### src/rtl/spi_ms_pkg.sv
`timescale 1ns/1ps
// Shared definitions for the SPI master: register addresses, control layout
// and status bit positions. Assumes a 2-bit register address.
package spi_ms_pkg;
    localparam logic [1:0] A_CTRL = 2'd0;
    localparam logic [1:0] A_STAT = 2'd1;
    localparam logic [1:0] A_DATA = 2'd2;
    localparam logic [1:0] A_DIV  = 2'd3;

    localparam int S_ABORT = 3;
    localparam int S_MODEF = 4;
    localparam int S_OVR   = 5;
    localparam int S_WCOL  = 6;
    localparam int S_DONE  = 7;

    localparam int MIN_DIV = 8;

    typedef struct packed {
        logic irq_en;   // bit 4
        logic lsb;      // bit 3
        logic cpha;     // bit 2
        logic cpol;     // bit 1
        logic wide;     // bit 0
    } ctl_t;
endpackage

### src/rtl/spi_ms_regs.sv
`timescale 1ns/1ps
// Control and divider registers. The divider is kept even and at least
// MIN_DIV. Assumes DIVW <= DW and DIVW >= 4.
module spi_ms_regs
    import spi_ms_pkg::*;
#(
    parameter int DW   = 16,
    parameter int DIVW = 8
) (
    input  logic            clk,
    input  logic            rst_n,
    input  logic            ctl_we,
    input  logic            div_we,
    input  logic [DW-1:0]   wdata,
    output ctl_t            ctl,
    output logic [DIVW-1:0] div
);
    localparam logic [DIVW-1:0] DIV_FLOOR = DIVW'(MIN_DIV);

    logic [DIVW-1:0] div_in;
    assign div_in = wdata[DIVW-1:0];

    // Register updates from bus writes; the divider write is clamped and evened.
    always_ff @(posedge clk) begin
        if (!rst_n) begin
            ctl <= '0;
            div <= DIV_FLOOR;
        end else begin
            if (ctl_we) ctl <= ctl_t'(wdata[4:0]);
            if (div_we) div <= (div_in < DIV_FLOOR) ? DIV_FLOOR : {div_in[DIVW-1:1], 1'b0};
        end
    end
endmodule

### src/rtl/spi_ms_engine.sv
`timescale 1ns/1ps
// Shift engine and clock generator. A start while idle captures the word,
// the configuration and the divider. Each bit is two half periods of div/2
// clocks: the first at the idle level, the second inverted. 'complete' is a
// one-cycle pulse after the final sample. Assumes div is even and >= 8.
module spi_ms_engine
    import spi_ms_pkg::*;
#(
    parameter int DW   = 16,
    parameter int DIVW = 8
) (
    input  logic            clk,
    input  logic            rst_n,
    input  logic            start,
    input  logic [DW-1:0]   tx_word,
    input  ctl_t            cfg,
    input  logic [DIVW-1:0] div,
    input  logic            idle_cpol,
    input  logic            miso,
    output logic            busy,
    output logic            complete,
    output logic [DW-1:0]   rx_word,
    output logic            sck,
    output logic            mosi
);
    localparam int IW = $clog2(DW);
    localparam int HW = DIVW - 1;

    ctl_t          cfg_q;
    logic [DW-1:0] tx_q;
    logic [HW-1:0] half_len, hcnt;
    logic [IW-1:0] idx, pos_now, pos_next, pos_first, last_q;
    logic          half;

    // Wire position to word bit index, from bit order and word length.
    function automatic logic [IW-1:0] map_pos(input logic [IW-1:0] i, input logic wide,
                                              input logic lsb);
        logic [IW-1:0] top;
        top = wide ? IW'(DW - 1) : IW'(DW / 2 - 1);
        return lsb ? i : top - i;
    endfunction

    assign last_q    = cfg_q.wide ? IW'(DW - 1) : IW'(DW / 2 - 1);
    assign pos_now   = map_pos(idx, cfg_q.wide, cfg_q.lsb);
    assign pos_next  = map_pos(idx + 1'b1, cfg_q.wide, cfg_q.lsb);
    assign pos_first = map_pos('0, cfg.wide, cfg.lsb);

    assign sck  = busy ? (cfg_q.cpol ^ half) : idle_cpol;
    assign mosi = mosi_q;

    logic mosi_q;

    // Bit sequencing: half-period timing, sampling, output update, completion.
    always_ff @(posedge clk) begin
        if (!rst_n) begin
            busy     <= 1'b0;
            complete <= 1'b0;
            half     <= 1'b0;
            hcnt     <= '0;
            half_len <= '0;
            idx      <= '0;
            tx_q     <= '0;
            rx_word  <= '0;
            cfg_q    <= '0;
            mosi_q   <= 1'b0;
        end else begin
            complete <= 1'b0;
            if (!busy) begin
                if (start) begin
                    busy     <= 1'b1;
                    half     <= 1'b0;
                    hcnt     <= '0;
                    idx      <= '0;
                    tx_q     <= tx_word;
                    cfg_q    <= cfg;
                    half_len <= div[DIVW-1:1];
                    rx_word  <= '0;
                    if (!cfg.cpha) mosi_q <= tx_word[pos_first];
                end
            end else if (hcnt == half_len - 1'b1) begin
                hcnt <= '0;
                if (!half) begin
                    half <= 1'b1;
                    if (!cfg_q.cpha) rx_word[pos_now] <= miso;
                    else             mosi_q <= tx_q[pos_now];
                end else begin
                    half <= 1'b0;
                    if (cfg_q.cpha) rx_word[pos_now] <= miso;
                    if (idx == last_q) begin
                        busy     <= 1'b0;
                        complete <= 1'b1;
                    end else begin
                        idx <= idx + 1'b1;
                        if (!cfg_q.cpha) mosi_q <= tx_q[pos_next];
                    end
                end
            end else begin
                hcnt <= hcnt + 1'b1;
            end
        end
    end
endmodule

### src/rtl/spi_ms_flags.sv
`timescale 1ns/1ps
// Sticky status flags with armed clearing. A status read snapshots which
// flags are set. A later data access clears the armed done, overrun and
// collision flags; a later control write clears the armed fault flag.
// A status read alone clears the abort flag. Sets win over clears.
module spi_ms_flags (
    input  logic clk,
    input  logic rst_n,
    input  logic st_rd,
    input  logic data_acc,
    input  logic data_wr,
    input  logic ctl_wr,
    input  logic busy,
    input  logic complete,
    input  logic tst_abort,
    input  logic tst_modef,
    output logic done,
    output logic ovr,
    output logic wcol,
    output logic modef,
    output logic abort
);
    logic arm_done, arm_ovr, arm_wcol, arm_mf;

    // Flag and arm update: clears first, then sets, so a set in the same cycle wins.
    always_ff @(posedge clk) begin
        if (!rst_n) begin
            {done, ovr, wcol, modef, abort}       <= '0;
            {arm_done, arm_ovr, arm_wcol, arm_mf} <= '0;
        end else begin
            if (st_rd) begin
                arm_done <= done;
                arm_ovr  <= ovr;
                arm_wcol <= wcol;
                arm_mf   <= modef;
                abort    <= 1'b0;
            end
            if (data_acc) begin
                if (arm_done) done <= 1'b0;
                if (arm_ovr)  ovr  <= 1'b0;
                if (arm_wcol) wcol <= 1'b0;
                {arm_done, arm_ovr, arm_wcol} <= '0;
            end
            if (ctl_wr) begin
                if (arm_mf) modef <= 1'b0;
                arm_mf <= 1'b0;
            end
            if (complete) begin
                done <= 1'b1;
                if (done) ovr <= 1'b1;
            end
            if (data_wr && busy) wcol  <= 1'b1;
            if (tst_abort)       abort <= 1'b1;
            if (tst_modef)       modef <= 1'b1;
        end
    end
endmodule

### src/rtl/spi_ms_top.sv
`timescale 1ns/1ps
// SPI master top: bus decode, read mux, received-word buffer and interrupt.
// Assumes one bus access per cycle; reads have their side effect at the edge.
module spi_ms_top
    import spi_ms_pkg::*;
#(
    parameter int DW   = 16,
    parameter int DIVW = 8
) (
    input  logic          clk,
    input  logic          rst_n,
    input  logic          bus_sel,
    input  logic          bus_wr,
    input  logic [1:0]    bus_addr,
    input  logic [DW-1:0] bus_wdata,
    output logic [DW-1:0] bus_rdata,
    output logic          sck,
    output logic          mosi,
    input  logic          miso,
    output logic          irq,
    input  logic          tst_abort,
    input  logic          tst_modef
);
    ctl_t            ctl;
    logic [DIVW-1:0] div;
    logic            busy, complete;
    logic [DW-1:0]   rx_word, rx_buf;
    logic            done, ovr, wcol, modef, abort;
    logic            st_rd, data_acc, data_wr, ctl_wr, div_wr;

    assign st_rd    = bus_sel && !bus_wr && (bus_addr == A_STAT);
    assign data_acc = bus_sel && (bus_addr == A_DATA);
    assign data_wr  = data_acc && bus_wr;
    assign ctl_wr   = bus_sel && bus_wr && (bus_addr == A_CTRL);
    assign div_wr   = bus_sel && bus_wr && (bus_addr == A_DIV);

    spi_ms_regs #(.DW(DW), .DIVW(DIVW)) u_regs (
        .clk(clk), .rst_n(rst_n), .ctl_we(ctl_wr), .div_we(div_wr),
        .wdata(bus_wdata), .ctl(ctl), .div(div)
    );

    spi_ms_engine #(.DW(DW), .DIVW(DIVW)) u_eng (
        .clk(clk), .rst_n(rst_n), .start(data_wr), .tx_word(bus_wdata),
        .cfg(ctl), .div(div), .idle_cpol(ctl.cpol), .miso(miso),
        .busy(busy), .complete(complete), .rx_word(rx_word),
        .sck(sck), .mosi(mosi)
    );

    spi_ms_flags u_flags (
        .clk(clk), .rst_n(rst_n), .st_rd(st_rd), .data_acc(data_acc),
        .data_wr(data_wr), .ctl_wr(ctl_wr), .busy(busy), .complete(complete),
        .tst_abort(tst_abort), .tst_modef(tst_modef),
        .done(done), .ovr(ovr), .wcol(wcol), .modef(modef), .abort(abort)
    );

    // Received-word buffer: loads at completion unless the previous word is uncollected.
    always_ff @(posedge clk) begin
        if (!rst_n)                 rx_buf <= '0;
        else if (complete && !done) rx_buf <= rx_word;
    end

    // Read data selection by register address.
    always_comb begin
        unique case (bus_addr)
            A_CTRL:  bus_rdata = DW'(ctl);
            A_STAT:  bus_rdata = DW'({done, wcol, ovr, modef, abort, 3'b000});
            A_DATA:  bus_rdata = rx_buf;
            default: bus_rdata = DW'(div);
        endcase
    end

    assign irq = ctl.irq_en && (done || ovr || wcol || modef || abort);
endmodule

### config.mk
export PLATFORM = sky130hd
export DESIGN_NAME = spi_ms_top
export DESIGN_NICKNAME = d
export VERILOG_FILES = /design/src/rtl/spi_ms_pkg.sv /design/src/rtl/spi_ms_regs.sv /design/src/rtl/spi_ms_engine.sv /design/src/rtl/spi_ms_flags.sv /design/src/rtl/spi_ms_top.sv
export SDC_FILE = /design/constraint.sdc
export NUM_CORES = 1
export LEC_CHECK = 0
export BUFFER_PORTS_ARGS = -buffer_cell sky130_fd_sc_hd__buf_2
export CORE_MARGIN = 2
export CORE_UTILIZATION = 37
export DETAILED_ROUTE_END_ITERATION = 10
export SYNTH_ARGS = -nofsm -noshare
export SYNTH_HDL_FRONTEND = slang
export SYNTH_HIERARCHICAL = 1
export SYNTH_SLANG_ARGS = --single-unit
### constraint.sdc
create_clock -name clk -period 3 [get_ports clk]
set_input_delay 0.3 -clock clk [delete_from_list [all_inputs] [get_ports clk]]
set_output_delay 0.3 -clock clk [all_outputs]
set_load 0.02 [all_outputs]
==> flow_summary.toml <==
[outcome]
status = "finished, final reports clean"

[timing]
relSlewSlack_pct = 37.7
finalClockSkew_ns = 0.00690
finalSetupViolations = 0
tns_ns = 0
slew_viol_final = 0
period_minus_slack_ns = 2.77
setup_slack_ns = 0.232
fmax_mhz = 361
rsz0062_at_grt = "false"
worst_slew_pin_slew_ns = 0.932
period_share_pct = 92.3
hold_viol = 0

[logic_synthesis]
synthesis.area_mm2 = 0.00544
syn_area_per_cell_um2 = 8.95
syn_inst = 608
synth.distinct_cells = 65
synth-seq-cells = 95
async_flop_share_pct = 0
netlist.area_leader.share_pct = 34.9
yosysSeqAreaShare_pct = 34.9
synth-main-ff-cell = "dfxtp_1"
synth_top_cell_by_area = "dfxtp_1"
yosys_warnings = 6
ys_top_cells_by_area = "dfxtp_1 35%, mux4_2 7.4%, nand2_1 7.2%, a21boi_0 6.8%, mux2i_1 5.3%"
synthesis.nets = 636
synth-edff-count = 0

[detailed_routing]
drt-initial-drc-count = 268
wl_per_cell_um = 16.6
num_vias = 4495
via_per_inst = 5.52
postRouteAntennaNets = 0
drtPass1Iterations = 4
post-route-drc-count = 0
wl_mm = 13.5

[clocking]
cts_root_buffer = "clkbuf_16"
postCtsSetupRepairBufs = 0
path_clk_slew_ns = 0.07
htreeDepth = 3
ctsHoldBuffers = 0
cts_tree = "yes"
cts_sinks = 95
cts_buffer_depth = 2
clk-insertion-delay-late_ns = 0.35
cts_resized = 0
cts_inserted_buffers = 9

[pwr]
ir_drop_mv = 0.403
leakage_uw = 0.00206
power_density_mw_per_mm2 = 427

[die]
rows = 44
die_h_um = 125
die_w_um = 125
io_pins = 44
die-area_mm2 = 0.0157
initial_core_util_pct = 37.6
core_area_mm2 = 0.0145

[final_layout]
n_antenna_cell = 0
drive_gt1_share_pct = 16.5
area.growth.synth_to_final_pct = 11.1
layout.nets = 655

[global_route]
grt_start_max_net_pins = 71
overflow = 0
grt_usage_pct = 17.8
antenna_found_initial = 0
grt_pass1_wl_mm = 22.7
grt_pass1_vias = 4380

[setup_path]
cp_max_fo = 17
critPathMaxStageDelay_ns = 0.43
cp_cell_sequence = "inv_1, ha_1, nor2b_1, or3_1, a31oi_1, o2111ai_4, and2_4, o221a_1"
required_ns = 3.23
worst-setup-path-type = "register to register"
critPathArrivalTime_ns = 3.00
cp_slowest_cell = "dfxtp_1"
crit_path_end_kind = "register"
critPathLaunchType = "register"
cp_num_buf_inv = 1
cp_top_family = "compound AO/OA/AOI/OAI gates"

[placed_design]
routabilityCongestion = 0.921
dp_hpwl_mm = 9.96
place_worst_setup_slack_ns = 0.306
port_buffers = 43

[flow_run]
cap_viol_max_count = 0

[min_path]
hold_path_class = "input port to register"
[logic make-up (layout without fill, tap and decap cells)]
logic type | Yosys count | in the layout | synth area share (%)
simple gates | 225 | 225 | 20.3
fa+ha+maj | 3 | 3 | 0.690
other cells | 1 | 1 | 0.0689
buf+inv | 59 | 82 | 5.01
compound gates | 155 | 155 | 22.1
xor+xnor | 18 | 18 | 3.15
flops | 95 | 95 | 34.9
mux | 52 | 52 | 13.8
[Yosys cell counts (2+ instances only)]
master and instances:
a211oi_1 16, a21boi_0 49, a21boi_1 11, a21oi_1 9
a22o_1 4, a22oi_1 2, a31o_1 2, a31oi_1 9
and2_1 14, and3_1 4, buf_1 5, buf_2 8
buf_4 7, buf_6 2, clkbuf_1 27, dfxtp_1 95
ha_1 3, inv_1 10, mux2_2 4, mux2i_1 29
mux4_2 18, nand2_1 105, nand2b_1 12, nand3_1 18
nand3b_1 3, nor2_1 21, nor2b_1 23, nor3_1 7
nor3b_1 2, o211ai_1 3, o21a_1 2, o21ai_0 11
o21ai_1 4, o221a_1 16, o221ai_1 2, o22ai_1 5
or3_1 2, or4_1 2, xnor2_1 15, xor2_1 2
[power by group]
group          total (µW)  switching (µW)  internal [µW]
registers            1290            15.0           1270
logic                 164            93.4           70.2
clock network        1130             490            643
total                2590             598           1990
[metrics by stage]
stage	power (µW)	instances	instance area, µm²	util, %	hold slack (ns)
after CTS	2620	815	6050	41.8	0.145
after global placement	1480	800	5760	39.8	0.422
final	2590	815	6050	41.8	0.158
after floorplan	1430	608	5440	-	0.413
after detailed placement	1480	800	5760	39.8	0.440
after global routing	2690	815	6050	41.8	0.150
[cells in the final DEF (no fill, tap or decap), types with 4 or more instances in the layout]
master	count
a211oi_1	16
a21boi_0	49
a21boi_1	11
a21oi_1	9
a22o_1	4
a31oi_1	9
and2_1	14
and3_1	4
buf_2	43
buf_4	14
clkbuf_16	9
dfxtp_1	95
inv_1	10
mux2_2	4
mux2i_1	29
mux4_2	18
nand2_1	105
nand2b_1	12
nand3_1	18
nor2_1	21
nor2b_1	22
nor3_1	7
o21ai_0	11
o21ai_1	4
o221a_1	16
o22ai_1	5
xnor2_1	15
[sequential cells by signal, summed over array words and instances, names as in the netlist, 4 cells and up]
| signal | cells |
|---|---|
| rx_buf | 16 |
| u_eng/rx_word | 16 |
| u_eng/tx_q | 16 |
| u_eng/half_len | 7 |
| u_eng/hcnt | 7 |
| u_regs/div | 7 |
| u_regs/ctl | 5 |
| u_eng/cfg_q | 4 |
| u_eng/idx | 4 |
[final cells by class]
type                            count  area [µm²]
Multi-Input combinational cell    454        3270
Clock inverter                      5        58.8
Fill cell                        1439        8430
Clock buffer                       10         229
Sequential cell                    95        1900
Timing Repair Buffer               57         320
Inverter                           10        37.5
Tap cell                          184         230
[path summary, 6_finish.rpt]
kind                                        from                              to  slack (ns)  cells after the start
hold reg to reg           rx_buf[9]$_SDFFE_PN0P_          rx_buf[9]$_SDFFE_PN0P_        0.45                      2
hold / removal                         tst_abort      u_flags/abort$_SDFFE_PN0P_        0.16                      2
setup / recovery  u_eng/half_len[0]$_SDFFE_PN0P_  u_eng/rx_word[13]$_SDFFE_PN0P_        0.23                      8
setup reg to reg  u_eng/half_len[0]$_SDFFE_PN0P_  u_eng/rx_word[13]$_SDFFE_PN0P_        0.23                      8
[routing by layer]
metal | up-vias | global-route usage [%] | routed length (µm)
met4 | 0 | 5.03 | 250
met5 | - | 0 | 0
li1 | 2226 | - | -
met1 | 2163 | 23.4 | 6250
met3 | 18 | 4.24 | 641
met2 | 88 | 29.3 | 6400
[worst register-to-register path, delay by kind of cell (launching register included)]
kind | cells | cell delay, ns
AO/OA/AOI/OAI | 3 | 1.02
adder cells (fa/ha/maj) | 1 | 0.27
flip-flops | 1 | 0.43
AND/OR/NAND/NOR | 3 | 0.87
buffers and inverters | 1 | 0.07
No activity file was read; power rests on OpenSTA's default activity.
